**src/rtl/sq_shadow_fetch.sv**
```systemverilog
module sq_shadow_fetch #(
  parameter int ADDR_W      = 32,
  parameter int PTR_W       = 16,
  parameter int QDEPTH      = 8,
  parameter int ENTRY_BYTES = 64,
  parameter int SLOTS       = 4,
  parameter int DELAY_CYC   = 25,
  parameter int SLOT_W      = $clog2(SLOTS + 1)
) (
  input  logic              clk,
  input  logic              rst_n,
  input  logic [ADDR_W-1:0] cfg_base,
  input  logic [ADDR_W-1:0] cfg_shadow_addr,
  input  logic [ADDR_W-1:0] cfg_evidx_addr,
  input  logic              db_wr,
  input  logic [PTR_W-1:0]  db_tail,
  input  logic              slot_release,
  output logic              dma_req,
  output logic              dma_we,
  output logic [ADDR_W-1:0] dma_addr,
  output logic [PTR_W-1:0]  dma_wdata,
  input  logic              dma_ack,
  input  logic [PTR_W-1:0]  dma_rdata,
  output logic              cmd_req,
  output logic [ADDR_W-1:0] cmd_addr,
  input  logic              cmd_ack,
  output logic [PTR_W-1:0]  head,
  output logic [PTR_W-1:0]  tail,
  output logic [SLOT_W-1:0] free_slots,
  output logic              busy
);
  localparam int DLY_W = $clog2(DELAY_CYC + 1);
  localparam logic [PTR_W-1:0]  LAST_IDX = PTR_W'(QDEPTH - 1);
  localparam logic [SLOT_W-1:0] MAX_FREE = SLOT_W'(SLOTS);
  localparam logic [DLY_W-1:0]  DLY_LOAD = DLY_W'(DELAY_CYC);

  typedef enum logic [2:0] {
    ST_IDLE, ST_START, ST_RD_TAIL, ST_CHECK, ST_DISPATCH, ST_WR_EVIDX
  } state_t;

  state_t           state;
  logic [DLY_W-1:0] dly_cnt;
  logic             armed;

  logic shadow_on, can_fetch, took_cmd, took_dma, gave_slot;
  logic [PTR_W-1:0] head_nxt;

  assign shadow_on = cfg_shadow_addr != '0;
  assign can_fetch = (head != tail) && (free_slots != '0);
  assign took_cmd  = (state == ST_DISPATCH) && cmd_ack;
  assign took_dma  = dma_req && dma_ack;
  assign gave_slot = slot_release && (free_slots != MAX_FREE);
  assign head_nxt  = (head == LAST_IDX) ? '0 : head + 1'b1;

  assign dma_req   = (state == ST_RD_TAIL) || (state == ST_WR_EVIDX);
  assign dma_we    = state == ST_WR_EVIDX;
  assign dma_addr  = dma_we ? cfg_evidx_addr : cfg_shadow_addr;
  assign dma_wdata = tail;
  assign cmd_req   = state == ST_DISPATCH;
  assign cmd_addr  = cfg_base + ADDR_W'(head) * ADDR_W'(ENTRY_BYTES);
  assign busy      = state != ST_IDLE;

  always_ff @(posedge clk) begin
    if (!rst_n) begin
      dly_cnt <= '0;
      armed   <= 1'b0;
    end else if (db_wr) begin
      dly_cnt <= DLY_LOAD;
      armed   <= 1'b1;
    end else begin
      if (dly_cnt != '0) dly_cnt <= dly_cnt - 1'b1;
      if (state == ST_IDLE && armed && dly_cnt == '0) armed <= 1'b0;
    end
  end

  always_ff @(posedge clk) begin
    if (!rst_n) begin
      state <= ST_IDLE;
    end else begin
      case (state)
        ST_IDLE:
          if (armed && dly_cnt == '0 && !db_wr) state <= ST_START;
        ST_START:
          state <= shadow_on ? ST_RD_TAIL : ST_CHECK;
        ST_RD_TAIL:
          if (dma_ack) state <= ST_CHECK;
        ST_CHECK:
          state <= can_fetch ? ST_DISPATCH : ST_IDLE;
        ST_DISPATCH:
          if (cmd_ack) state <= shadow_on ? ST_WR_EVIDX : ST_CHECK;
        ST_WR_EVIDX:
          if (dma_ack) state <= ST_RD_TAIL;
        default:
          state <= ST_IDLE;
      endcase
    end
  end

  always_ff @(posedge clk) begin
    if (!rst_n) begin
      tail <= '0;
    end else if (db_wr && !shadow_on) begin
      tail <= db_tail;
    end else if (took_dma && !dma_we) begin
      tail <= dma_rdata;
    end
  end

  always_ff @(posedge clk) begin
    if (!rst_n) head <= '0;
    else if (took_cmd) head <= head_nxt;
  end

  always_ff @(posedge clk) begin
    if (!rst_n) free_slots <= MAX_FREE;
    else if (took_cmd && !gave_slot) free_slots <= free_slots - 1'b1;
    else if (gave_slot && !took_cmd) free_slots <= free_slots + 1'b1;
  end
endmodule


```
**config.mk**
```make
export PLATFORM = sky130hd
export DESIGN_NAME = sq_shadow_fetch
export DESIGN_NICKNAME = d
export VERILOG_FILES = /design/src/rtl/sq_shadow_fetch.sv
export SDC_FILE = /design/constraint.sdc
export NUM_CORES = 1
export LEC_CHECK = 0
export BUFFER_PORTS_ARGS = -buffer_cell sky130_fd_sc_hd__buf_2
export CAP_MARGIN = 20
export CORE_UTILIZATION = 30
export CTS_CLUSTER_SIZE = 8
export DETAILED_ROUTE_END_ITERATION = 8
export HOLD_SLACK_MARGIN = 0.12
export PLACE_DENSITY_LB_ADDON = 0.12
export SLEW_MARGIN = 15
export SYNTH_ARGS = -nofsm -noshare
export SYNTH_HDL_FRONTEND = slang
export SYNTH_SLANG_ARGS = --single-unit
```
**constraint.sdc**
```tcl
create_clock -name clk -period 3.1 [get_ports clk]
set_input_delay 0.465 -clock clk [delete_from_list [all_inputs] [get_ports clk]]
set_output_delay 0.465 -clock clk [all_outputs]
set_load 0.02 [all_outputs]
```
# Yosys cells after proc, flatten, opt, wreduce, memory -nomap -nowiden
# Index checks and enable logic that the tools add are counted.
[totals]
ff_bits = 44
word_cells = 73
inputBits = 134
output_inout_bits = 119
[op_classes]
muxes = 18
bitwise_logic = 1
n_eq_ne = 12
n_reduce_logical = 30
add_sub_neg = 5
[ops]
columns = ["op", "n"]
rows = [
  ["two-way mux 16 bit", 3],
  ["adder 32 x 22 -> 32 bit", 1],
  ["two-way mux 32 bit", 1],
  ["nonzero test 32 bit", 1],
  ["two-way mux 3 bit", 8],
  ["case mux 3 bit (6 select lines)", 1],
  ["adder 16 x 1 -> 16 bit (second input constant)", 1],
  ["equality test 16 x 3 -> 1 bit (second input constant)", 1],
  ["inequality test 16 bit", 1],
  ["logical AND 1 bit", 12],
  ["two-way mux 5 bit", 2],
  ["nonzero test 2 bit", 4],
  ["equality test 3 x 2 -> 1 bit (second input constant)", 2],
  ["equality test 3 bit (second input constant)", 2],
  ["inequality test 2 x 1 -> 1 bit (second input constant)", 3],
  ["nonzero test 3 bit", 2],
  ["zero test 1 bit", 5],
  ["zero test 5 bit", 1],
  ["nonzero test 5 bit", 1],
  ["subtractor 5 x 1 -> 5 bit (second input constant)", 1],
  ["AND reduction 4 bit", 1],
  ["adder 3 x 1 -> 3 bit (second input constant)", 1],
  ["equality test 3 x 1 -> 1 bit (second input constant)", 1],
  ["zero test 3 bit", 1],
  ["other kinds (7)", 9],
]

# Depth between registers and ports, before layout
[logic_depth]
ltp_word = 6
depth_mapped = 10
depth_no_buf = 10

# Worst setup path before layout
# No wires, ideal clock.
[synth_path]
path_type = "reg2out"
start = "reg head[0]"
end = "out cmd_addr[26]"
setup_slack_ps = 53
stages_incl_launch_ff = 11
required_ps = 2635
n_path_buf = 0
arrival_ps = 2582
path_cell_list = "dfxtp_1 ha_1 inv_1 fa_1 nand2b_1 a21oi_1 o21a_1 o21ai_2 o22ai_1 nand4_1 xnor2_1"
[synth_via]
elab_chain_cells = 1
[synth_lines]
columns = ["element", "line_no", "rtl"]
rows = [
  ["start, declared", "27", "output logic [PTR_W-1:0] head,"],
  ["start signal, assigned", "111", "else if (took_cmd) head <= head_nxt;"],
  ["adder 32 x 22 -> 32 bit", "60", "assign cmd_addr = cfg_base + ADDR_W'(head) * ADDR_W'(ENTRY_BYTES);"],
  ["end, declared", "25", "output logic [ADDR_W-1:0] cmd_addr,"],
]
# Every way passes these cells.

# Worst setup path after layout
# Same ends and word-level chain as after synthesis.

==> results.md <==
* FF/Latch Area at 882 um^2
* Vias in the first global route at 3,757
* Die Y at 116 um
* Via count at 4,294
* P_leak at 2.93 nW
* Wire length of the first global-routing pass at 18,100 um
* Residual DRC count at 0
* Final HPWL DP at 9880 um
* Synth Register Bits at 44
* CTS Buffer Depth at 2
* Placed Instances at 911
* Layout cells sized above 1 at 36.9%
* Clock sink total at 44
* Critical Path End Type: output pin
* 1st-pass router iterations at 4
* PwrDens at 422 nW/um^2
* Remaining Overflow, GRT at 0
* Hold Violations, Final at 0
* Skew final at 4.48 ps
* CP top delay family: compound AO/OA/AOI/OAI gates
* Iteration-0 DRC Markers at 243
* Fmax at 343 MHz
* Post-route ant nets at 0
* Post-CTS Setup Inserts at 0
* Gr busiest metal: met2
* Met1 GRT Util at 23.5%
* Die width at 116 um
* Dominant synthesized flop cell: dfxtp_1
* Clock transition at path regs at 60 ps
* WL final at 12,100 um
* Vias per inst at 4.67
* Area of the multi-input gates at 2700 um^2
* Minimum clock period at 2920 ps
* Gate power share at 40.8%
* Relative slew margins at 34.9%
* Worst Setup Start Kind: flip-flop
* Data required, critical path at 2630 ps
* Met2 Use GR at 27.1%
* Die ar. at 13,400 um^2
* Synth async-reset ratio at 0%
* Max stage delay on crit path at 390 ps
* Post-Route Utilization at 42.4%
* IO Pins at 253
* Status: completed
* Tot GR Track Use at 16.7%
* Yosys warning count at 0
* Mapped Area at 3890 um^2
* WL per Instance at 13.1 um
* Crit path buffers/inverters at 2
* H-Tree Depth at 2
* GP Congestion at 0.834
* Largest net degree at the start of global routing at 35
* Initial Utilization at 30.8%
* Peak VDD IR at 275 uV
* Switching share of power at 37.6%
* Antenna diode count at 0
* Max-cap violation count at 0
* Syn-to-layout area delta at 37.7%
* Switch Pwr at 851 uW
* Met3 Resource Use GR at 1.83%
* CTS root buffer: clkbuf_16
* Crit path DAT at 2450 ps
* Worst skew pair latency at 280 ps
* Worst Hold Class: in2reg
* Cell chain of the critical path: ha_2 -> inv_1 -> fa_1 -> nand2b_4 -> a21oi_4 -> o21a_1 -> o21ai_2 -> o22ai_2 -> nand4_1 -> xnor2_1 -> buf_4
* CP Class: reg2out
* Most frequent cells in the layout: buf_2, nand2_1, dfxtp_1, xnor2_1, nor2_1
* Sequential power share at 30.7%
* Cells after Synth at 529
* Core Rows at 41
* Final period utilization at 94.1%
* NumNets Final at 902
* Number of buffers created by CTS at 5
* Maximum fanout along the worst path at 4
* Worst Tran Pin Value at 975 ps
* Max-slew violations at 0
* Fill count at 1,353
* Post-Synthesis Net Count at 685
* Synth Area per Inst at 7.35 um^2
* Clock power share at 28.5%
* Most common cell after layout, fill and taps aside: buf_2
* Post-synth cell types at 50
* CP max stage cell: fa_1
* Finished Layout Cells at 919
* Initial antenna violation count at 0
* Core Box Area at 12,600 um^2
* CTS tree: done
* Port Buf Inserts at 240
* Pint at 1.41 mW
* Post-synth EDFFs at 0
* Sequential element share of the synthesized area at 22.6%
* Hold-fix buffer count after cts at 0
* Final setup viols at 0
[worst paths after layout]
| check | startpoint | cells past startpoint | endpoint | slack, ps |
|---|---|---|---|---|
| setup / recovery | head[0]$_SDFFE_PN0P_ | 11 | cmd_addr[26] | 180 |
| setup reg to reg | state[2]$_SDFFE_PN0P_ | 7 | free_slots[2]$_SDFFE_PN1P_ | 730 |
| hold / removal | db_tail[10] | 2 | dma_wdata[10]$_SDFFE_PN0P_ | 420 |
| hold reg to reg | dly_cnt[1]$_SDFFE_PP0P_ | 2 | dly_cnt[1]$_SDFFE_PP0P_ | 520 |
[state kept, by name, indices dropped and copies added, names as in the netlist]
name / count
armed: 1
dly_cnt: 5
dma_wdata: 16
free_slots: 3
head: 16
state: 3
[logic make-up after synthesis]
kind of cell	after synthesis	synth area share, %
AND/OR/NAND/NOR	250	30.1
AO/OA/AOI/OAI	79	14.2
buffers and inverters	62	8.91
XOR/XNOR	56	12.6
flip-flops	44	22.6
adder cells (fa/ha/maj)	22	7.46
multiplexers	16	4.12
[power groups by stage]
stage	registers [mW]	clock network, mW	logic (mW)
2_1_floorplan	0.691	0	0.660
3_3_place_gp	0.702	0	0.919
3_5_place_dp	0.704	0	0.927
4_1_cts	0.692	0.664	0.931
5_1_grt	0.703	0.686	1.02
6_report	0.693	0.644	0.923
[synthesized netlist by cell type (2+ instances only)]
cell / number / area share [%]
buf_6: 3 / 0.87
buf_4: 24 / 4.6
o21bai_1: 2 / 0.39
or3_1: 5 / 0.80
ha_1: 20 / 6.4
o211ai_1: 2 / 0.39
nand4_1: 15 / 2.4
o21ai_0: 12 / 1.5
nor4_1: 12 / 1.9
xnor2_1: 42 / 9.5
nor2_1: 36 / 3.5
inv_1: 18 / 1.7
and2_1: 6 / 0.97
clkbuf_1: 15 / 1.4
xor2_1: 14 / 3.2
nand2_1: 136 / 13
and3_1: 3 / 0.48
a21oi_1: 23 / 3.0
o21a_1: 3 / 0.58
mux2i_1: 16 / 4.1
nand3_1: 12 / 1.5
a211oi_1: 2 / 0.39
a211o_1: 2 / 0.45
nor3_1: 8 / 1.0
fa_1: 2 / 1.0
nor2b_1: 2 / 0.32
o31ai_1: 2 / 0.39
o211a_1: 17 / 4.4
a21o_1: 6 / 1.2
dfxtp_1: 44 / 23
nand2b_1: 5 / 0.80
nor3_2: 2 / 0.51
[area by class of cell]
| cell class | count | area share, % |
|---|---|---|
| inverters | 18 | 1.26 |
| multi-input cells | 423 | 50.4 |
| flip-flops and latches | 44 | 16.5 |
| clock buffers | 7 | 2.85 |
| repair buffers | 254 | 24.4 |
| clock inverters | 1 | 0.561 |
| well taps | 172 | 4.02 |
[routing by layer]
metal  share of wire [%]  vias to the layer above
li1                    -                     2220
met1                  48                     1927
met2                  46                      133
met3                 4.5                       14
met4                 1.2                        0
met5                   0                        -
[per-stage QoR]
| stage | setup TNS [ps] | hold WS, ps | power, mW | instance area, um^2 | setup slack, ps |
|---|---|---|---|---|---|
| global route | -1.43 | 416 | 2.41 | 5360 | -1.43 |
| global placement | 0 | 498 | 1.62 | 5140 | 34.3 |
| floorplan | 0 | 470 | 1.35 | 3890 | 53.0 |
| detailed placement | -4.22 | 511 | 1.63 | 5140 | -4.22 |
| CTS | 0 | 414 | 2.29 | 5330 | 3.23 |
| finish | 0 | 418 | 2.26 | 5360 | 182 |
[what timing repair did]
item	in CTS	in global routing
pin swaps	0	6
resized for setup	1	7
endpoints found under the setup margin	4	11
No activity file was read; power rests on OpenSTA's default activity.
